**src/rtl/agu_hzd_pkg.sv**
```systemverilog
package agu_hzd_pkg;
  typedef enum logic [1:0] {
    AM_NONE = 2'b00,
    AM_IND  = 2'b01,
    AM_POST = 2'b10,
    AM_PRE  = 2'b11
  } addr_mode_e;
endpackage

```
**src/rtl/agu_hzd_slot_class.sv**
```systemverilog
module agu_hzd_slot_class
  import agu_hzd_pkg::*;
#(
  parameter int AREG_W   = 4,
  parameter int LOW_BANK = 8
) (
  input  logic              valid_i,
  input  logic              win_active_i,
  input  logic [AREG_W-1:0] areg_idx_i,
  input  logic [1:0]        mode_i,
  input  logic              wr_areg_i,
  input  logic [AREG_W-1:0] dst_idx_i,
  output logic              hazard_o
);
  localparam logic [AREG_W-1:0] LOW_LIM = AREG_W'(LOW_BANK);

  addr_mode_e mode;
  logic src_low, dst_low, mod_use;

  assign mode    = addr_mode_e'(mode_i);
  assign src_low = areg_idx_i < LOW_LIM;
  assign dst_low = dst_idx_i < LOW_LIM;

  always_comb begin
    if (wr_areg_i) begin
      mod_use = dst_low;  // arithmetic: destination decides
    end else begin
      unique case (mode)
        AM_POST, AM_PRE: mod_use = src_low;
        default:         mod_use = 1'b0;
      endcase
    end
  end

  assign hazard_o = valid_i & win_active_i & mod_use;
endmodule

```
**src/rtl/agu_hzd_window.sv**
```systemverilog
module agu_hzd_window #(
  parameter int WINDOW = 2,
  localparam int CNT_W = $clog2(WINDOW + 1)
) (
  input  logic             clk_i,
  input  logic             rst_ni,
  input  logic             exc_entry_i,
  input  logic             tick_i,
  output logic [CNT_W-1:0] cnt_o,
  output logic             active_o
);
  logic [CNT_W-1:0] cnt_q;

  always_ff @(posedge clk_i or negedge rst_ni) begin
    if (!rst_ni) begin
      cnt_q <= '0;
    end else if (exc_entry_i) begin
      cnt_q <= CNT_W'(WINDOW);
    end else if (tick_i && cnt_q != '0) begin
      cnt_q <= cnt_q - CNT_W'(1);
    end
  end

  assign cnt_o    = cnt_q;
  assign active_o = cnt_q != '0;
endmodule

```
**src/rtl/agu_hzd_stall.sv**
```systemverilog
module agu_hzd_stall (
  input  logic clk_i,
  input  logic rst_ni,
  input  logic stall_en_i,
  input  logic any_hazard_i,
  output logic stall_o
);
  logic stall_q;

  always_ff @(posedge clk_i or negedge rst_ni) begin
    if (!rst_ni) stall_q <= 1'b0;
    else         stall_q <= stall_en_i & any_hazard_i;
  end

  assign stall_o = stall_q;
endmodule

```
**src/rtl/agu_exc_hazard_guard.sv**
```systemverilog
module agu_exc_hazard_guard #(
  parameter int NUM_SLOTS = 2,
  parameter int AREG_W    = 4,
  parameter int LOW_BANK  = 8,
  parameter int WINDOW    = 2,
  localparam int CNT_W    = $clog2(WINDOW + 1)
) (
  input  logic                              clk_i,
  input  logic                              rst_ni,
  input  logic                              exc_entry_i,
  input  logic                              stall_en_i,
  input  logic [NUM_SLOTS-1:0]              valid_i,
  input  logic [NUM_SLOTS-1:0][AREG_W-1:0]  areg_idx_i,
  input  logic [NUM_SLOTS-1:0][1:0]         mode_i,
  input  logic [NUM_SLOTS-1:0]              wr_areg_i,
  input  logic [NUM_SLOTS-1:0][AREG_W-1:0]  dst_idx_i,
  output logic [NUM_SLOTS-1:0]              hazard_o,
  output logic                              stall_o
);
  logic [CNT_W-1:0] win_cnt;
  logic win_active, tick, any_hazard;

  assign tick       = (|valid_i) | stall_o;  // stalled cycle also counts
  assign any_hazard = |hazard_o;

  agu_hzd_window #(.WINDOW(WINDOW)) u_window (
    .clk_i       (clk_i),
    .rst_ni      (rst_ni),
    .exc_entry_i (exc_entry_i),
    .tick_i      (tick),
    .cnt_o       (win_cnt),
    .active_o    (win_active)
  );

  for (genvar s = 0; s < NUM_SLOTS; s++) begin : g_slot
    agu_hzd_slot_class #(.AREG_W(AREG_W), .LOW_BANK(LOW_BANK)) u_class (
      .valid_i      (valid_i[s]),
      .win_active_i (win_active),
      .areg_idx_i   (areg_idx_i[s]),
      .mode_i       (mode_i[s]),
      .wr_areg_i    (wr_areg_i[s]),
      .dst_idx_i    (dst_idx_i[s]),
      .hazard_o     (hazard_o[s])
    );
  end

  agu_hzd_stall u_stall (
    .clk_i        (clk_i),
    .rst_ni       (rst_ni),
    .stall_en_i   (stall_en_i),
    .any_hazard_i (any_hazard),
    .stall_o      (stall_o)
  );
endmodule

```
**config.mk**
```make
export PLATFORM = sky130hd
export DESIGN_NAME = agu_exc_hazard_guard
export DESIGN_NICKNAME = d
export VERILOG_FILES = /design/src/rtl/agu_hzd_pkg.sv /design/src/rtl/agu_hzd_slot_class.sv /design/src/rtl/agu_hzd_window.sv /design/src/rtl/agu_hzd_stall.sv /design/src/rtl/agu_exc_hazard_guard.sv
export SDC_FILE = /design/constraint.sdc
export NUM_CORES = 1
export LEC_CHECK = 0
export BUFFER_PORTS_ARGS = -buffer_cell sky130_fd_sc_hd__clkbuf_2
export CAP_MARGIN = 5
export CORE_AREA = 2 2 39 41
export DETAILED_ROUTE_END_ITERATION = 12
export DIE_AREA = 0 0 41 43
export HOLD_SLACK_MARGIN = 0.03
export MAX_ROUTING_LAYER = met4
export PLACE_DENSITY_LB_ADDON = 0.3
export SLEW_MARGIN = 20
export SYNTH_ARGS = -nofsm -noshare
export SYNTH_HDL_FRONTEND = slang
export SYNTH_SLANG_ARGS = --single-unit
```
**constraint.sdc**
```tcl
create_clock -name clk_i -period 1.3 [get_ports clk_i]
set_input_delay 0 -clock clk_i [delete_from_list [all_inputs] [get_ports clk_i]]
set_output_delay 0 -clock clk_i [all_outputs]
set_load 0.1 [all_outputs]
```
-- After elaboration in Yosys (flattened, before gate mapping)
Index checks and enable logic that the tools add are counted.
- $add $sub $neg: 1
- equality and inequality tests: 4
- bitwise logic cells: 6
- mux-type cells: 6
- $lt $le $gt $ge: 4
- reduce and logical (&&, ||, !) cells: 7
- operator list (kind ; count):
    less-than comparator 4 bit, second input constant ; 4
    equality test 2 bit, second input constant ; 4
    OR reduction 2 bit ; 4
    AND 1 bit ; 5
    two-way mux 1 bit ; 4
    two-way mux 2 bit ; 2
    nonzero test 2 bit ; 2
    subtractor 2 x 1 -> 2 bit, second input constant ; 1
    logical AND 1 bit ; 1
    OR 1 bit ; 1
- output and inout bits: 3
- logic and storage cells: 30
- flip-flop bits (word level): 3
- bits of input ports: 28

-- Logic depth before layout (Yosys ltp)
- word-level depth: 7
- gate-level depth with buffers: 4
- mapped depth without buffers: 4

-- By module
Synthesis repeated with hierarchy kept, for this count alone.
- cells, all modules: 25
- area total of the unflattened synthesis: 222.7 sq um
- modules (own cells, without submodules) (module ; sequential area each (sq um) ; instances ; area each (sq um) ; cells each):
    agu_hzd_window ; 50.0 ; 1 ; 128.9 ; 13
    agu_hzd_slot_class ; 0.0 ; 2 ; 25.0 ; 4
    agu_hzd_stall ; 25.0 ; 1 ; 31.3 ; 2
    agu_exc_hazard_guard ; 0.0 ; 1 ; 12.5 ; 2

-- Worst setup path before layout
No wires, ideal clock.
- path kind: register to register
- start: register u_stall.stall_q, in the netlist u_stall.stall_o
- end: register u_window.cnt_q[0], in the netlist u_window.cnt_o[0]
- required time: 1175 ps
- cell stages (with the launch flop): 4
- buffers on the path: 0
- library setup time: 125 ps
- path slack: -270 ps
- clock period less this slack: 1570 ps
- arrival time: 1445 ps
- path through: dfrtp_1 > nor3_2 > nor2_2 > mux2_4
- word-level cells in the longest chain between the ends: 3
- RTL lines (item ; RTL line ; RTL):
    from (decl) ; agu_hzd_stall.sv:8 ; logic stall_q;
    from (signal assigned) ; agu_hzd_stall.sv:12 ; else stall_q <= stall_en_i & any_hazard_i;
    OR 1 bit ; agu_exc_hazard_guard.sv:23 ; assign tick = (|valid_i) | stall_o;
    logical AND 1 bit ; agu_hzd_window.sv:19 ; end else if (tick_i && cnt_q != '0) begin
    nonzero test 2 bit (no source line) ; -- ;
    to (signal assigned) ; agu_hzd_window.sv:18 ; cnt_q <= CNT_W'(WINDOW);
    to (signal assigned) ; agu_hzd_window.sv:20 ; cnt_q <= cnt_q - CNT_W'(1);
    to (decl) ; agu_hzd_window.sv:12 ; logic [CNT_W-1:0] cnt_q;
No other way between the ends.
A chain may end at the register's enable or synchronous reset.

-- Worst setup path in the final report
- start: register u_window.cnt_q[0], in the netlist u_window.cnt_o[0]
- end: output port hazard_o[1]
- word-level cells in the longest chain between the ends: 3
- RTL lines (item ; RTL line ; RTL):
    nonzero test 2 bit ; agu_hzd_window.sv:25 ; assign active_o = cnt_q != '0;
    AND 1 bit (2 in a row) ; agu_hzd_slot_class.sv:35 ; assign hazard_o = valid_i & win_active_i & mod_use;
    to (decl) ; agu_exc_hazard_guard.sv:17 ; output logic [NUM_SLOTS-1:0] hazard_o,
No other way between the ends.

==> results.sh <==
export IMPL_synth_cell_types=14
export IMPL_min_path_type="in2reg"
export IMPL_max_vdd_ir_drop_uv=727
export IMPL_grt_first_pass_wirelength_um=897
export IMPL_grtUsageMet3_pct=6.28
export IMPL_cts_buffer_depth=2
export IMPL_avgSynthCellArea_um2=8.76
export IMPL_diodes=0
export IMPL_use_met1_pct=9.06
export IMPL_cp_num_buf_inv=2
export IMPL_vias_per_cell=3.98
export IMPL_cts_sinks=3
export IMPL_hold_viol=0
export IMPL_synth_largest_area_cell="dfrtp_1"
export IMPL_drive_above_1_share_pct=61.2
export IMPL_cp_slowest_stage_delay_ps=360
export IMPL_syn_nets=56
export IMPL_initial_core_util_pct=17.1
export IMPL_die_area_um2=1760
export IMPL_grt_max_degree=6
export IMPL_crit_required_ps=1300
export IMPL_io_pins=31
export IMPL_netlist_area_leader_share_pct=31.7
export IMPL_clk_pin_slew_ps=40
export IMPL_path_cells="inv_2 > ha_4 > nor3b_2 > buf_12"
export IMPL_antenna_found_initial=0
export IMPL_drt_pass1_iter_count=2
export IMPL_cp_end_kind="output port"
export IMPL_coreArea_um2=1380
export IMPL_h_tree_depth=1
export IMPL_cp_startpoint="u_window.cnt_o[0]"
export IMPL_syn_instance_count=27
export IMPL_post_dp_hpwl_um=434
export IMPL_crit_family="flip-flops"
export IMPL_worstPathArrival_ps=1280
export IMPL_regArea_um2=78.8
export IMPL_io_buffers=16
export IMPL_dieHeight_um=43
export IMPL_max_freq_mhz=783
export IMPL_finalPower_mw=0.676
export IMPL_ys_ff_latch=3
export IMPL_syn2layout_area_growth_pct=84.7
export IMPL_die_w_um=41
export IMPL_fin_crit_sh_pct=98.3
export IMPL_grt_setup_unrepaired="yes"
export IMPL_gr_max_usage_layer="met2"
export IMPL_std_cell_rows=14
export IMPL_drtIter0Drc=3
export IMPL_fin_area_um2=437
export IMPL_final_min_clock_period_ps=1280
export IMPL_multi_input_area_um2=158
export IMPL_synth_seq_area_share_pct=31.7
export IMPL_ant_nets=0
export IMPL_slew_violations=0
export IMPL_drcViolationCount=0
export IMPL_cts_tree="built"
export IMPL_final_fill_count=148
export IMPL_wl_um=548
export IMPL_post_drt_wl_per_cell_um=8.43
export IMPL_final_setup_skew_ps=0.0397
export IMPL_ys_top_cells_by_area="dfrtp_1 32%, nor3b_1 9.5%, buf_4 6.3%"
export IMPL_setup_viol=0
export IMPL_cts_made_buffers=3
export IMPL_synthesis_area_um2=236
export IMPL_cts_root_buf="clkbuf_4"
export IMPL_leakage_nw=0.214
export IMPL_timing_rr_start="u_window.cnt_o[0]"
export IMPL_min_from="stall_en_i"
export IMPL_p_per_area_nw_per_um2=1550
export IMPL_status="finished, final reports clean"
export IMPL_startpoint_type="flip-flop"
export IMPL_gp_congestion=0.605
export IMPL_place_area_um2=370
export IMPL_cp_max_fo=5
export IMPL_tightest_slew_ps=542
export IMPL_clock_latency_ps=230
export IMPL_cp_slowest_cell="dfrtp_1"
export IMPL_vias=259
export IMPL_overflow=0
export IMPL_met2_usage_pct=10.3
export IMPL_grt_pass1_vias=232
export IMPL_relSlewSlack_pct=64.0
export IMPL_critical_path_class="reg2out"
export IMPL_grt_usage_pct=8.45
export IMPL_cap_violations=0
export IMPL_final_nets=79
export IMPL_yosysWarnings=0
==> per-stage QoR <==
step / hold WS (ps) / util, % / cells / setup TNS [ps] / setup WS, ps
2_1_floorplan: -296 / - / 27 / 0 / 61.4
3_3_place_gp: -198 / 26.8 / 59 / 0 / 67.5
3_5_place_dp: -197 / 26.8 / 59 / 0 / 55.0
4_1_cts: 51.1 / 31.0 / 64 / 0 / 2.47
5_1_grt: 74.2 / 31.6 / 65 / -72.8 / -38.3
6_report: 56.7 / 31.6 / 65 / 0 / 22.6
==> worst reg2reg max path, stage by stage (launching register included) <==
cell     delay, ps
dfrtp_1        360
inv_2           60
ha_4           170
nor2_2         150
mux2_4         310
==> flip-flops by register name, indices dropped and copies added, names as in the netlist <==
| signal | flops |
|---|---|
| u_stall.stall_o | 1 |
| u_window.cnt_o | 2 |
==> final cells by class <==
type	count	area share, %
Timing Repair Buffer	20	32.7
Clock buffer	4	6.02
Inverter	3	2.58
Tap cell	16	4.58
Sequential cell	3	18.1
Multi-Input combinational cell	19	36.1
==> worst paths after layout <==
kind,to,slack [ps],depth (start not counted)
max,hazard_o[1],20,4
min,u_stall.stall_o,60,3
max reg2reg,u_window.cnt_o[0],140,4
min reg2reg,u_window.cnt_o[1],540,2
max in group asynchronous,u_stall.stall_o,1070,2
min in group asynchronous,u_window.cnt_o[1],100,2
==> logic make-up after synthesis <==
family / synth area share [%]
AND/OR/NAND/NOR: 34.4
buffers and inverters: 11.1
AO/OA/AOI/OAI: 6.88
flip-flops: 31.7
multiplexers: 10.6
adder cells (fa/ha/maj): 5.29
==> cell usage after synthesis <==
| library cell | instances |
|---|---|
| a21oi_1 | 2 |
| buf_4 | 2 |
| dfrtp_1 | 3 |
| ha_1 | 1 |
| inv_1 | 3 |
| mux2_4 | 1 |
| mux2i_1 | 1 |
| nand3b_1 | 2 |
| nor2_1 | 4 |
| nor2_2 | 1 |
| nor2b_1 | 2 |
| nor3_2 | 1 |
| nor3b_1 | 3 |
| o22ai_1 | 1 |
==> report_power, final <==
part	internal, mW	switching (mW)	leakage (nW)
registers	0.125	0.0168	0.0346
logic	0.181	0.188	0.164
clock network	0.115	0.0506	0.0150
==> cells in the final DEF (no fill, tap or decap) <==
cell type	netlist	final
nor2b_1	2	2
nor3_2	1	1
a21oi_1	2	2
buf_4	2	3
dlygate4sd3_1	0	1
mux2_4	1	1
ha_4	0	1
nor3b_2	0	2
dfrtp_1	3	2
clkbuf_4	0	3
dfrtp_4	0	1
mux2i_1	1	1
inv_2	0	1
nor2_1	4	4
inv_1	3	2
clkbuf_1	0	1
nor3b_1	3	1
clkbuf_2	0	14
nor2_2	1	1
o22ai_1	1	1
buf_12	0	2
nand3b_1	2	2
==> repair_timing <==
action                                  4_1_cts  5_1_grt
endpoints found under the setup margin        2        2
hold endpoints to repair                      3        0
gates resized for setup                       5        0
hold buffers                                  1        0
setup buffers                                 0        1
pin swaps                                     2        0
==> per-layer routing <==
layer  routed length [um]  vias up
met5                    0        -
met3                   86        2
met1                  228      108
met4                    8        0
li1                     -      133
met2                  225       16
No activity file was read; power rests on OpenSTA's default activity.
